===== config.mk =====
export PLATFORM = sky130hd
export DESIGN_NAME = htmr_top
export DESIGN_NICKNAME = d
export VERILOG_FILES = /design/src/rtl/htmr_pkg.sv /design/src/rtl/htmr_addr_dec.sv /design/src/rtl/htmr_time_ctr.sv /design/src/rtl/htmr_cmp_slot.sv /design/src/rtl/htmr_top.sv
export SDC_FILE = /design/constraint.sdc
export NUM_CORES = 1
export LEC_CHECK = 0
export BUFFER_PORTS_ARGS = -buffer_cell sky130_fd_sc_hd__buf_2
export CAP_MARGIN = 30
export CORE_AREA = 4 4 207 209
export CTS_BUF_LIST = sky130_fd_sc_hd__clkbuf_16
export CTS_CLUSTER_SIZE = 8
export DETAILED_ROUTE_END_ITERATION = 6
export DIE_AREA = 0 0 211 213
export HOLD_SLACK_MARGIN = 0.08
export PLACE_DENSITY = 0.78
export SKIP_LAST_GASP = 1
export SLEW_MARGIN = 20
export SYNTH_ARGS = -nofsm -noshare
export SYNTH_HDL_FRONTEND = slang
export SYNTH_SLANG_ARGS = --single-unit
export TNS_END_PERCENT = 20

===== constraint.sdc =====
create_clock -name clk -period 3.4 [get_ports clk]
set_input_delay 0.51 -clock clk [delete_from_list [all_inputs] [get_ports clk]]
set_output_delay 0.51 -clock clk [all_outputs]
set_load 0.02 [all_outputs]

===== src/rtl/htmr_pkg.sv =====
package htmr_pkg;

   localparam int WORD_W = 64;

   typedef enum logic [1:0] {
      TGT_NONE = 2'd0,
      TGT_CMP  = 2'd1,
      TGT_TIME = 2'd2
   } htmr_tgt_e;

   // Combine new write data with a stored 64-bit word according to access size/half.
   function automatic logic [WORD_W-1:0] merge_word(
      input logic [WORD_W-1:0] old_v,
      input logic [WORD_W-1:0] data,
      input logic              wide,
      input logic              upper
   );
      if (wide)       return data;
      else if (upper) return {data[31:0], old_v[31:0]};
      else            return {old_v[63:32], data[31:0]};
   endfunction

endpackage


===== src/rtl/htmr_addr_dec.sv =====
module htmr_addr_dec
   import htmr_pkg::*;
#(
   parameter int N_HARTS   = 4,
   parameter int HART_BASE = 2,
   parameter int ADDR_W    = 16,
   parameter int TIME_OFS  = 32'h7FF8,
   parameter int IDX_W     = 2
) (
   input  logic [ADDR_W-1:0] addr,
   input  logic              wide,
   output htmr_tgt_e         tgt,
   output logic              upper,
   output logic [IDX_W-1:0]  idx,
   output logic              bad
);
   localparam int SLOT_W = ADDR_W - 3;
   localparam logic [SLOT_W-1:0] LO_S   = SLOT_W'(HART_BASE);
   localparam logic [SLOT_W-1:0] HI_S   = SLOT_W'(HART_BASE + N_HARTS);
   localparam logic [SLOT_W-1:0] TIME_S = SLOT_W'(TIME_OFS / 8);

   logic [SLOT_W-1:0] slot;
   logic [2:0]        ofs;
   logic              ofs_ok;
   logic              hit_time;
   logic              hit_cmp;

   assign slot     = addr[ADDR_W-1:3];
   assign ofs      = addr[2:0];
   assign ofs_ok   = (ofs == 3'd0) || ((ofs == 3'd4) && !wide);
   assign hit_time = (slot == TIME_S);
   assign hit_cmp  = (slot >= LO_S) && (slot < HI_S);

   always_comb begin
      tgt = TGT_NONE;
      if (ofs_ok && hit_time)     tgt = TGT_TIME;
      else if (ofs_ok && hit_cmp) tgt = TGT_CMP;
   end

   assign bad   = (tgt == TGT_NONE);
   assign upper = ofs[2];
   assign idx   = IDX_W'(slot - LO_S);
endmodule


===== src/rtl/htmr_time_ctr.sv =====
module htmr_time_ctr
   import htmr_pkg::*;
(
   input  logic              clk,
   input  logic              rst_n,
   input  logic              tick,
   input  logic              wr_en,
   input  logic              wr_wide,
   input  logic              wr_upper,
   input  logic [WORD_W-1:0] wr_data,
   output logic [WORD_W-1:0] time_q
);
   always_ff @(posedge clk or negedge rst_n) begin
      if (!rst_n)     time_q <= '0;
      else if (wr_en) time_q <= merge_word(time_q, wr_data, wr_wide, wr_upper);
      else if (tick)  time_q <= time_q + WORD_W'(1);
   end
endmodule


===== src/rtl/htmr_cmp_slot.sv =====
module htmr_cmp_slot
   import htmr_pkg::*;
(
   input  logic              clk,
   input  logic              rst_n,
   input  logic              wr_en,
   input  logic              wr_wide,
   input  logic              wr_upper,
   input  logic [WORD_W-1:0] wr_data,
   input  logic [WORD_W-1:0] time_now,
   output logic [WORD_W-1:0] cmp_q,
   output logic              fire
);
   always_ff @(posedge clk or negedge rst_n) begin
      if (!rst_n)     cmp_q <= '0;
      else if (wr_en) cmp_q <= merge_word(cmp_q, wr_data, wr_wide, wr_upper);
   end

   // Level output: re-evaluated every cycle, so time writes affect all harts at once.
   assign fire = (time_now >= cmp_q);
endmodule


===== src/rtl/htmr_top.sv =====
module htmr_top
   import htmr_pkg::*;
#(
   parameter int N_HARTS   = 4,
   parameter int HART_BASE = 2,
   parameter int ADDR_W    = 16,
   parameter int TIME_OFS  = 32'h7FF8
) (
   input  logic                clk,
   input  logic                rst_n,
   input  logic                tick,
   input  logic                req_valid,
   input  logic                req_write,
   input  logic                req_wide,
   input  logic [ADDR_W-1:0]   req_addr,
   input  logic [63:0]         req_wdata,
   output logic                rsp_valid,
   output logic                rsp_err,
   output logic [63:0]         rsp_rdata,
   output logic [N_HARTS-1:0]  irq
);
   localparam int IDX_W  = (N_HARTS > 1) ? $clog2(N_HARTS) : 1;
   localparam int SLOT_W = ADDR_W - 3;

   // Elaboration-time parameter checks
   if (N_HARTS < 1 || N_HARTS > 8) begin : g_bad_harts
      $error("htmr_top: N_HARTS must be 1..8");
   end
   if (TIME_OFS % 8 != 0) begin : g_bad_time_align
      $error("htmr_top: TIME_OFS must be 8-byte aligned");
   end
   if ((TIME_OFS / 8) >= HART_BASE && (TIME_OFS / 8) < HART_BASE + N_HARTS) begin : g_time_overlap
      $error("htmr_top: time slot overlaps compare slots");
   end
   if (ADDR_W < 4 || HART_BASE < 0 || (HART_BASE + N_HARTS) >= (1 << SLOT_W)
       || (TIME_OFS / 8) >= (1 << SLOT_W)) begin : g_bad_span
      $error("htmr_top: address width too small for the configured slots");
   end

   htmr_tgt_e        tgt;
   logic             upper;
   logic [IDX_W-1:0] idx;
   logic             bad;
   logic             do_wr;
   logic [63:0]      time_q;
   logic [63:0]      cmp_arr [N_HARTS];
   logic [63:0]      sel_v;
   logic [63:0]      rd_v;

   htmr_addr_dec #(
      .N_HARTS(N_HARTS), .HART_BASE(HART_BASE), .ADDR_W(ADDR_W),
      .TIME_OFS(TIME_OFS), .IDX_W(IDX_W)
   ) u_dec (
      .addr(req_addr), .wide(req_wide), .tgt(tgt), .upper(upper), .idx(idx), .bad(bad)
   );

   assign do_wr = req_valid && req_write && !bad;

   htmr_time_ctr u_time (
      .clk(clk), .rst_n(rst_n), .tick(tick),
      .wr_en(do_wr && (tgt == TGT_TIME)), .wr_wide(req_wide), .wr_upper(upper),
      .wr_data(req_wdata), .time_q(time_q)
   );

   for (genvar i = 0; i < N_HARTS; i++) begin : g_slot
      htmr_cmp_slot u_slot (
         .clk(clk), .rst_n(rst_n),
         .wr_en(do_wr && (tgt == TGT_CMP) && (idx == IDX_W'(i))),
         .wr_wide(req_wide), .wr_upper(upper), .wr_data(req_wdata),
         .time_now(time_q), .cmp_q(cmp_arr[i]), .fire(irq[i])
      );
   end

   always_comb begin
      sel_v = '0;
      if (tgt == TGT_TIME)     sel_v = time_q;
      else if (tgt == TGT_CMP) sel_v = cmp_arr[idx];
      if (bad || req_write)    rd_v = '0;
      else if (req_wide)       rd_v = sel_v;
      else if (upper)          rd_v = {32'b0, sel_v[63:32]};
      else                     rd_v = {32'b0, sel_v[31:0]};
   end

   always_ff @(posedge clk or negedge rst_n) begin
      if (!rst_n) begin
         rsp_valid <= 1'b0;
         rsp_err   <= 1'b0;
         rsp_rdata <= '0;
      end else begin
         rsp_valid <= req_valid;
         rsp_err   <= req_valid && bad;
         rsp_rdata <= req_valid ? rd_v : '0;
      end
   end
endmodule


Word-level counts from Yosys, hierarchy flattened

Index checks and enable logic that the tools add are counted.

Bits of input ports: 86
Logic and storage cells: 80
Flip-flop bits (word level): 386
Output and inout bits: 70

Bitwise gates (word level): 1
Equal/unequal tests: 10
Muxes and demuxes: 15
Magnitude comparators: 7
Reductions and logical operators: 32
Add/sub/neg operators: 2

Operator list:

| operator                | number |
|---|---|
| $mux W64                | 11 |
| $ge A64 B64 Y1          | 4 |
| $bmux W64 S2            | 1 |
| $add A64 B1 Y64 const B | 1 |
| $mux W32                | 1 |
| $reduce_and A2 Y1       | 10 |
| $eq A13 B12 Y1 const B  | 1 |
| $ge A13 B2 Y1 const B   | 1 |
| $logic_and A1 B1 Y1     | 13 |
| $lt A13 B3 Y1 const B   | 1 |
| $eq A2 B2 Y1 const B    | 3 |
| $ne A3 B3 Y1 const B    | 2 |
| $eq A2 B1 Y1 const B    | 2 |
| $logic_not A2 Y1        | 2 |
| $reduce_bool A2 Y1      | 2 |
| $eq A3 B3 Y1 const B    | 1 |
| $ge A3 B3 Y1 const B    | 1 |
| $logic_not A3 Y1        | 1 |
| $not A2 Y3              | 1 |
| $logic_not A1 Y1        | 2 |
| $logic_or A1 B1 Y1      | 2 |
| $mux W2                 | 1 |
| $ne A2 B2 Y1 const B    | 1 |
| $sub A2 B2 Y2 const B   | 1 |
| $mux W1                 | 1 |

Depth between registers and ports, before layout

Gate-level depths: netlist of run 1.

Depth after elaboration: 13
Mapped depth: 10
Depth with buffers taken out: 8

By module

A second synthesis of run 1 with hierarchy kept.

Cells, all modules: 2,783
Area total of the unflattened synthesis: 26,558.0 um2

Modules (own cells, without submodules):

| module                                | area each (um2) | cells each | instances |
|---|---|---|---|
| htmr_cmp_slot at g_slot[0].u_slot ... | 4,287.9         | 450        | 3 |
| htmr_top                              | 4,717.0         | 422        | 1 |
| htmr_time_ctr                         | 4,554.4         | 549        | 1 |
| htmr_cmp_slot at g_slot[2].u_slot     | 4,302.9         | 446        | 1 |
| htmr_addr_dec                         | 120.1           | 16         | 1 |

Worst setup path before layout of run 1

OpenSTA, ideal clock, no wires.

Kind: in2reg
From: in req_wide
To: reg u_time.time_q[4]
Arrival: 2.577 ns
Buffers on the path: 4
Required time: 3.277 ns
Stages on the path: 9
Setup time: 0.123 ns
Path slack: 0.701 ns
Path through: buf_2 a2111o_1 or4_1 buf_2 nor2_1 buf_4 nand2_1 buf_4 o221a_2

Cells in the longest elaborated chain, start to end: 12
Elaborated cells between the ends (all ways): 17
Those cells by class: eq/ne: 2; mux: 4; reduce/logical: 11

RTL lines:

| what                                                                       | line                | source |
|---|---|---|
| start, declared                                                            | htmr_top.sv:14      | `input logic req_wide,` |
| $logic_not A1 Y1                                                           | htmr_addr_dec.sv:30 | `assign ofs_ok = (ofs == 3'd0) \|\| ((ofs == 3'd4) && !wide);` |
| $logic_and A1 B1 Y1                                                        | htmr_addr_dec.sv:30 |  |
| $logic_or A1 B1 Y1                                                         | htmr_addr_dec.sv:30 |  |
| $logic_and A1 B1 Y1                                                        | htmr_addr_dec.sv:37 | `else if (ofs_ok && hit_cmp) tgt = TGT_CMP;` |
| $mux W1                                                                    | htmr_addr_dec.sv:37 |  |
| $mux W2                                                                    | htmr_addr_dec.sv:36 | `if (ofs_ok && hit_time) tgt = TGT_TIME;` |
| $logic_not A2 Y1                                                           | htmr_addr_dec.sv:40 | `assign bad = (tgt == TGT_NONE);` |
| $logic_not A1 Y1                                                           | htmr_top.sv:57      | `assign do_wr = req_valid && req_write && !bad;` |
| $logic_and A1 B1 Y1                                                        | htmr_top.sv:57      |  |
| $logic_and A1 B1 Y1                                                        | htmr_top.sv:61      | `.wr_en(do_wr && (tgt == TGT_TIME)), .wr_wide(req_wide), .wr_upper(upper),` |
| $ne A3 B3 Y1 (no source line) / $reduce_bool A2 Y1 (equally long branches) | -                   |  |
| $reduce_and A2 Y1 (no source line)                                         | -                   |  |
| end signal, assigned                                                       | htmr_time_ctr.sv:15 | `else if (wr_en) time_q <= merge_word(time_q, wr_data, wr_wide, wr_upper);` |
| end signal, assigned                                                       | htmr_time_ctr.sv:16 | `else if (tick) time_q <= time_q + WORD_W'(1);` |
| end, declared                                                              | htmr_time_ctr.sv:11 | `output logic [WORD_W-1:0] time_q` |

Parallel ways exist; a longest one is shown, timed or not.
A chain may end at the register's enable or synchronous reset.

Worst setup path after layout of run 1

From: reg u_time.time_q[59]
To: out irq[1]

Cells in the longest elaborated chain, start to end: 1

RTL lines:

| what           | line                | source |
|---|---|---|
| $ge A64 B64 Y1 | htmr_cmp_slot.sv:20 | `assign fire = (time_now >= cmp_q);` |
| end, declared  | htmr_top.sv:20      | `output logic [N_HARTS-1:0] irq` |

No other way between the ends.

==> results of run 1 <==
==> worst register-to-register path: cells and delay by family, from the launching register on <==
kind | cells | cell delay, ps
compound gates | 1 | 150
simple gates | 5 | 1980
buf+inv | 1 | 220
flops | 1 | 500
==> where the power goes <==
part / leakage [nW] / internal (mW) / switching, mW / total, mW
logic: 7.23 / 0.440 / 0.768 / 1.21
registers: 4.82 / 4.66 / 0.0811 / 4.74
clock network: 0.708 / 2.90 / 1.97 / 4.87
==> what timing repair did <==
item,in CTS,in global routing
hold endpoints to repair,52,0
resized for setup,49,5
pin swaps,13,3
hold buffers,1,0
setup buffers,14,2
setup endpoints to repair,4,4
==> kinds of logic after synthesis <==
group	count (synthesis)
AOI/OAI and AO/OA	711
xor gates and xnor gates	6
adders and majority gates	257
buffers and inverters	408
DFF	386
muxes	106
and+or+nand+nor	777
==> per-layer routing <==
| metal | track usage | share of wire | vias up |
|---|---|---|---|
| met3 | 0.0832 | 0.11 | 327 |
| met2 | 0.564 | 0.44 | 1445 |
| met4 | 0.232 | 0.073 | 2 |
| met1 | 0.485 | 0.38 | 10700 |
| met5 | 0 | 0.000084 | - |
| li1 | - | - | 9860 |
==> synthesized netlist by cell type, types with 39 or more instances <==
cell type	number	area, µm²
dfrtp_1	386	9660
nand4_1	75	469
nand3_1	40	200
a21oi_1	161	806
a22oi_1	66	495
nor3_1	39	195
nor2_1	110	413
ha_1	257	3220
mux4_2	64	1440
clkbuf_1	94	353
o21ai_0	298	1490
nand2_1	381	1430
inv_1	269	1010
==> worst paths after layout <==
check	startpoint	end
setup reg to reg	u_time.time_q[30]	u_time.time_q[61]
hold / removal	req_valid	rsp_valid
hold reg to reg	g_slot[1].u_slot.cmp_q[49]	g_slot[1].u_slot.cmp_q[49]
setup / recovery	u_time.time_q[59]	irq[1]
min in group asynchronous	rst_n	rsp_rdata[51]
max in group asynchronous	rst_n	u_time.time_q[40]
==> state kept, by name (all words and copies together) (netlist names) <==
| name | count |
|---|---|
| g_slot.u_slot.cmp_q | 256 |
| rsp_err | 1 |
| rsp_rdata | 64 |
| rsp_valid | 1 |
| u_time.time_q | 64 |
==> final cells by class <==
class                   count  share of cell area
well taps                 532              0.0237
multi-input cells        1857               0.477
diodes                      1           0.0000893
inverters                 269              0.0360
clock inverters             2            0.000402
repair buffers            275              0.0670
clock buffers              57              0.0509
flip-flops and latches    386               0.345
==> metrics by stage <==
| stage | TNS [ps] | cell area [µm²] | hold slack (ps) | utilization | instances |
|---|---|---|---|---|---|
| CTS | -1110 | 28000 | 111 | 0.686 | 3376 |
| global placement | -384 | 26200 | 483 | 0.642 | 3301 |
| detailed placement | -408 | 26200 | 492 | 0.642 | 3302 |
| global route | -1610 | 28000 | 136 | 0.686 | 3378 |
| finish | -1310 | 28000 | 146 | 0.686 | 3379 |
| floorplan | 0 | 24400 | 214 | - | 2651 |
==> placed cells by master (no fill, tap or decap), types with 7 or more instances in the layout <==
cell type and n:
buf_12 13, mux4_2 64, nor2_1 109, a21oi_1 159, ha_1 252, a22oi_1 66
a22o_1 32, and2_1 8, or4_1 8, dfrtp_2 11, clkbuf_16 57, inv_1 270
buf_4 104, nand3_1 40, o31ai_1 17, nand2_1 377, o41ai_1 11, o21ai_0 296
and3_1 10, nor3b_1 8, buf_2 150, nor4_1 11, nand4_1 75, dfrtp_1 375
o21a_1 10, nor3_1 36, a21o_1 23, a211oi_1 22, or3_1 7, nand2b_1 38
and4_1 13, mux2_2 38, o211ai_1 10
==> results by group, run 1 <==
Run status
  • Status: complete, but fails checks
  • Failing checks: setup timing

Power and ir drop
  • PD cells: 386 nW/µm²
  • Overall Power: 10.8 mW
  • Worst VDD drop: 0.387 mV
  • Pleak: 12.8 nW

GRT
  • Initial antenna violation count: 1
  • Global-route wire length before repair: 129,000 µm
  • Total gr overflow: 0
  • Largest net degree at the start of global routing: 77
  • Vias in the first global route: 22.4k
  • Total track usage: 0.371

Critical path
  • CP Capture Type: primary output
  • Critical Path Stages: 9
  • Critical path class: flop to primary output
  • Crit path required time: 2890 ps
  • Slowest cell on the critical path: dfrtp_1
  • CP dominant cell by count: buf_4
  • Reg2reg path depth: 7
  • CP Max Fanout: 11
  • Cells along the critical path: ha_1 -> nand4_1 -> nor2_1 -> nand3_1 -> a31oi_1 -> nor3_1 -> buf_4 -> o211ai_1 -> buf_4
  • Top Family by Delay on Critical Path: simple AND/OR/NAND/NOR gates
  • CP max stage delay: 530 ps
  • Crit start category: flop
  • R2R Setup Slk: 420 ps
  • Worst EP arrival: 3240 ps
  • Worst Path Buf+Inv: 2

CTS
  • Clock sinks: 386
  • CTS buffer count: 54
  • Clk buf depth: 3
  • CTS tree: yes
  • CTS root buf: clkbuf_16
  • H-Tree Level Count: 2
  • Worst-path clk slew: 50 ps
  • Clk_lat worst skew: 600 ps

Timing
  • Period minus WS final: 3750 ps
  • Final period util: 1.10
  • Worst Tran Pin Value: 902 ps
  • Slew HR: 0.399
  • RSZ-0062 raised after global routing: true
  • Final Max Tran Viols: 0
  • Worst setup slack after layout: -352 ps
  • Worst Skew: 17.3 ps
  • Fmax achieved: 267 MHz
  • Final Hold Fails: 0
  • Setup Viol. Count Final: 4

Detailed routing
  • Vias: 22.4k
  • DRT Wirelength: 83,800 µm
  • Vias per inst: 6.62
  • DRC viols: 0
  • Drt pass-1 iters: 6
  • WL per Instance: 24.8 µm
  • DRT iter0 DRCs: 2,649
  • Antenna-violating nets left: 0

Logic synthesis
  • Post-Syn Instances: 2,651
  • Register area share after synthesis: 0.397
  • Net count of the mapped netlist: 2,994
  • Simple-Gate Fraction of Synth Area: 0.149
  • Synth Area in XOR/XNOR: 0.00216
  • EDFF count, synth: 0
  • Post-synth ARST share: 1.00
  • Largest family of logic cells by synthesized area: compound AO/OA/AOI/OAI gates
  • Mux cell area share after synthesis: 0.0784
  • Syn Area/Cell: 9.19 µm²
  • Adder-Cell Fraction of Synth Area: 0.132
  • Netlist cell types: 64
  • Yosys warnings: 0
  • Post-Syn Area: 24,400 µm²
  • Synth Area in Compound Gates: 0.177
  • Commonest register cell after synthesis: dfrtp_1
  • Post-synthesis register bit count: 386

Die
  • Starting Density: 0.597
  • Site Rows: 74
  • Die Y: 213 µm
  • Die width: 211 µm
  • Core area: 40,800 µm²
  • DIE AREA: 44,900 µm²
  • I/O pins: 156

Final layout
  • Synth-to-Final Area Change: 15.1%
  • Layout Nets: 3,186
  • Reg area: 9670 µm²
  • Area of the multi-input gates: 13,400 µm²
  • Filler cells: 3,130
  • Layout cell share with drive strength beyond 1: 0.172

Hold path
  • Worst hold path depth: 1
  • Worst hold-check path type: input port to flop

Place
  • Placer Congestion: 1.03
  • PortBufs: 155
  • Hpwl dp: 59,900 µm
  • Pre-CTS WS: -208 ps

Run
  • Max Cap Viol: 0
Note: power is estimated with default switching activity, not from simulation.
==> inputs of run 2 (changes only) <==
Clock period 3.4 ns to 3.5 ns, I/O delays scaled along.
==> results by group, run 2 (synthesis gave the netlist of run 1 again) <==
Run status
  • Status: complete, but fails checks
  • Failing checks: setup timing

Power and ir drop
  • PD cells: 373 nW/µm² (-3.3%)
  • Pleak: 12.8 nW (+0.17%)
  • Worst VDD drop: 0.304 mV (-21%)

Hold path
  • Worst hold-check path type: input port to flop

Critical path
  • CP max stage delay: 460 ps (-70 ps)
  • Crit start category: flop
  • Slowest cell on the critical path: dfrtp_2
  • CP dominant cell by count: buf_4
  • Crit path required time: 2970 ps (+80 ps)
  • Critical path class: flop to primary output
  • CP Capture Type: primary output
  • Top Family by Delay on Critical Path: simple AND/OR/NAND/NOR gates
  • Cells along the critical path: ha_4 -> nand4_1 -> nor4_2 -> buf_4 -> nand4_1 -> a31oi_1 -> buf_4 -> o31ai_4 -> a21oi_1 -> buf_4
  • Worst Path Buf+Inv: 3 (+1)
  • Worst EP arrival: 3230 ps (about the same)
  • CP Max Fanout: 6 (-5)

Die
  • Starting Density: 0.597 (unchanged)
  • Die Y: 213 µm (unchanged)
  • DIE AREA: 44,900 µm² (unchanged)
  • Site Rows: 74 (unchanged)
  • Core area: 40,800 µm² (unchanged)
  • I/O pins: 156 (unchanged)
  • Die width: 211 µm (unchanged)

Detailed routing
  • WL per Instance: 25.2 µm (+1.6%)
  • DRT Wirelength: 85,200 µm (+1.7%)
  • Antenna-violating nets left: 0 (unchanged)
  • DRT iter0 DRCs: 2,675 (+0.98%)
  • Vias: 22.4k (+0.25%)
  • Drt pass-1 iters: 5 (-1)
  • DRC viols: 0 (unchanged)
  • Vias per inst: 6.63 (+0.14%)

Final layout
  • Layout cell share with drive strength beyond 1: 0.177 (+0.00537)
  • Max reg flops: 256 (unchanged)
  • Synth-to-Final Area Change: 15.4%
  • Final Cell Area: 28,100 µm² (+0.26%)
  • Commonest non-fill, non-tap cell in the layout: nand2_1
  • Most frequent cells in the layout: 376 x nand2_1, 367 x dfrtp_1, 296 x o21ai_0, 269 x inv_1, 253 x ha_1
  • Top flop regs: g_slot.u_slot.cmp_q (256), rsp_rdata (64), u_time.time_q (64)
  • Layout Nets: 3,191 (+0.16%)
  • Most flops, register: g_slot.u_slot.cmp_q

Place
  • Hpwl dp: 61,700 µm (+3.0%)
  • PortBufs: 155 (unchanged)
  • Placer Congestion: 0.983 (-4.6%)
  • Dpl cell area: 26,300 µm² (+0.20%)

Timing
  • Worst Skew: 21.9 ps (+4.68 ps)
  • Final period util: 1.07
  • Final Max Tran Viols: 0 (unchanged)
  • Final Hold Fails: 0 (unchanged)
  • Period minus WS final: 3760 ps
  • Setup Viol. Count Final: 4 (unchanged)
  • Worst setup slack after layout: -257 ps (+95.0 ps)
  • RSZ-0062 raised after global routing: true
  • Final setup TNS: -831 ps (+475 ps)
  • Worst Tran Pin Value: 1030 ps (+133 ps)
  • Fmax achieved: 266 MHz
  • Slew HR: 0.310 (-0.0885)

GRT
  • Global-route wire length before repair: 131,000 µm (+1.6%)
  • Vias in the first global route: 22.5k (+0.36%)
  • Total track usage: 0.377 (+0.00659)
  • Total gr overflow: 0 (unchanged)
  • Initial antenna violation count: 2 (+1)
  • Largest net degree at the start of global routing: 97 (+26%)

CTS
  • Clk buf depth: 3 (unchanged)
  • Clock sinks: 386 (unchanged)
  • H-Tree Level Count: 2 (unchanged)
  • Worst-path clk slew: 50 ps (about the same)
  • CTS buffer count: 54 (unchanged)
  • CTS root buf: clkbuf_16
  • Clk_lat worst skew: 610 ps (about the same)
  • CTS tree: yes

Run
  • Max Cap Viol: 0 (unchanged)
[run 2: layout make-up]
class	instances	area, µm²
clock inverters	3	20.0
multi-input cells	1857	13400
inverters	269	1010
fillers	3150	12700
flip-flops and latches	386	9680
well taps	532	666
repair buffers	280	1970
diodes	1	2.50
clock buffers	55	1380
[run 2: timing repair]
item	in CTS	in global routing
resized for setup	60	1
hold buffers	1	0
endpoints found under the hold margin	85	0
setup endpoints to repair	4	4
pin swaps	13	0
buffers inserted	23	0
[run 2: power breakdown]
group	leakage (nW)	internal, mW	total, mW	switching [mW]
sequential	4.81	4.53	4.61	0.0839
clock	0.688	2.73	4.66	1.93
combinational	7.28	0.445	1.22	0.771
total	12.8	7.70	10.5	2.79
[run 2: final timing paths]
path	from	to	slack, ps	cells past startpoint
max reg2reg	u_time.time_q[5]	u_time.time_q[49]	700	7
min	req_valid	rsp_valid	130	1
min in group asynchronous	rst_n	rsp_rdata[52]	580	2
max in group asynchronous	rst_n	u_time.time_q[32]	1990	3
max	u_time.time_q[47]	irq[2]	-260	10
min reg2reg	g_slot[1].u_slot.cmp_q[57]	g_slot[1].u_slot.cmp_q[57]	510	2
[run 2: through the flow]
step	worst slack (ps)	power (mW)	cells	hold WS, ps	utilization
2_1_floorplan	786	5.23	2651	229	-
3_3_place_gp	-37.4	5.80	3300	481	0.643
3_5_place_dp	-92.2	5.82	3300	492	0.643
4_1_cts	-164	10.5	3382	105	0.688
5_1_grt	-304	10.8	3382	132	0.688
6_report	-257	10.5	3383	133	0.688
[run 2: metal layers]
layer	vias to the layer above	track usage	share of wire
met5	-	0	0.00014
li1	9869	-	-
met1	10800	0.497	0.38
met4	2	0.237	0.078
met3	358	0.0929	0.10
met2	1372	0.564	0.43
[run 2: worst register-to-register path: cells and delay by family, from the launching register on]
family                 cells  cell delay, ps
AOI/OAI and AO/OA          1              70
DFF                        1             450
and+or+nand+nor            4            1760
muxes                      1             200
buffers and inverters      1             190
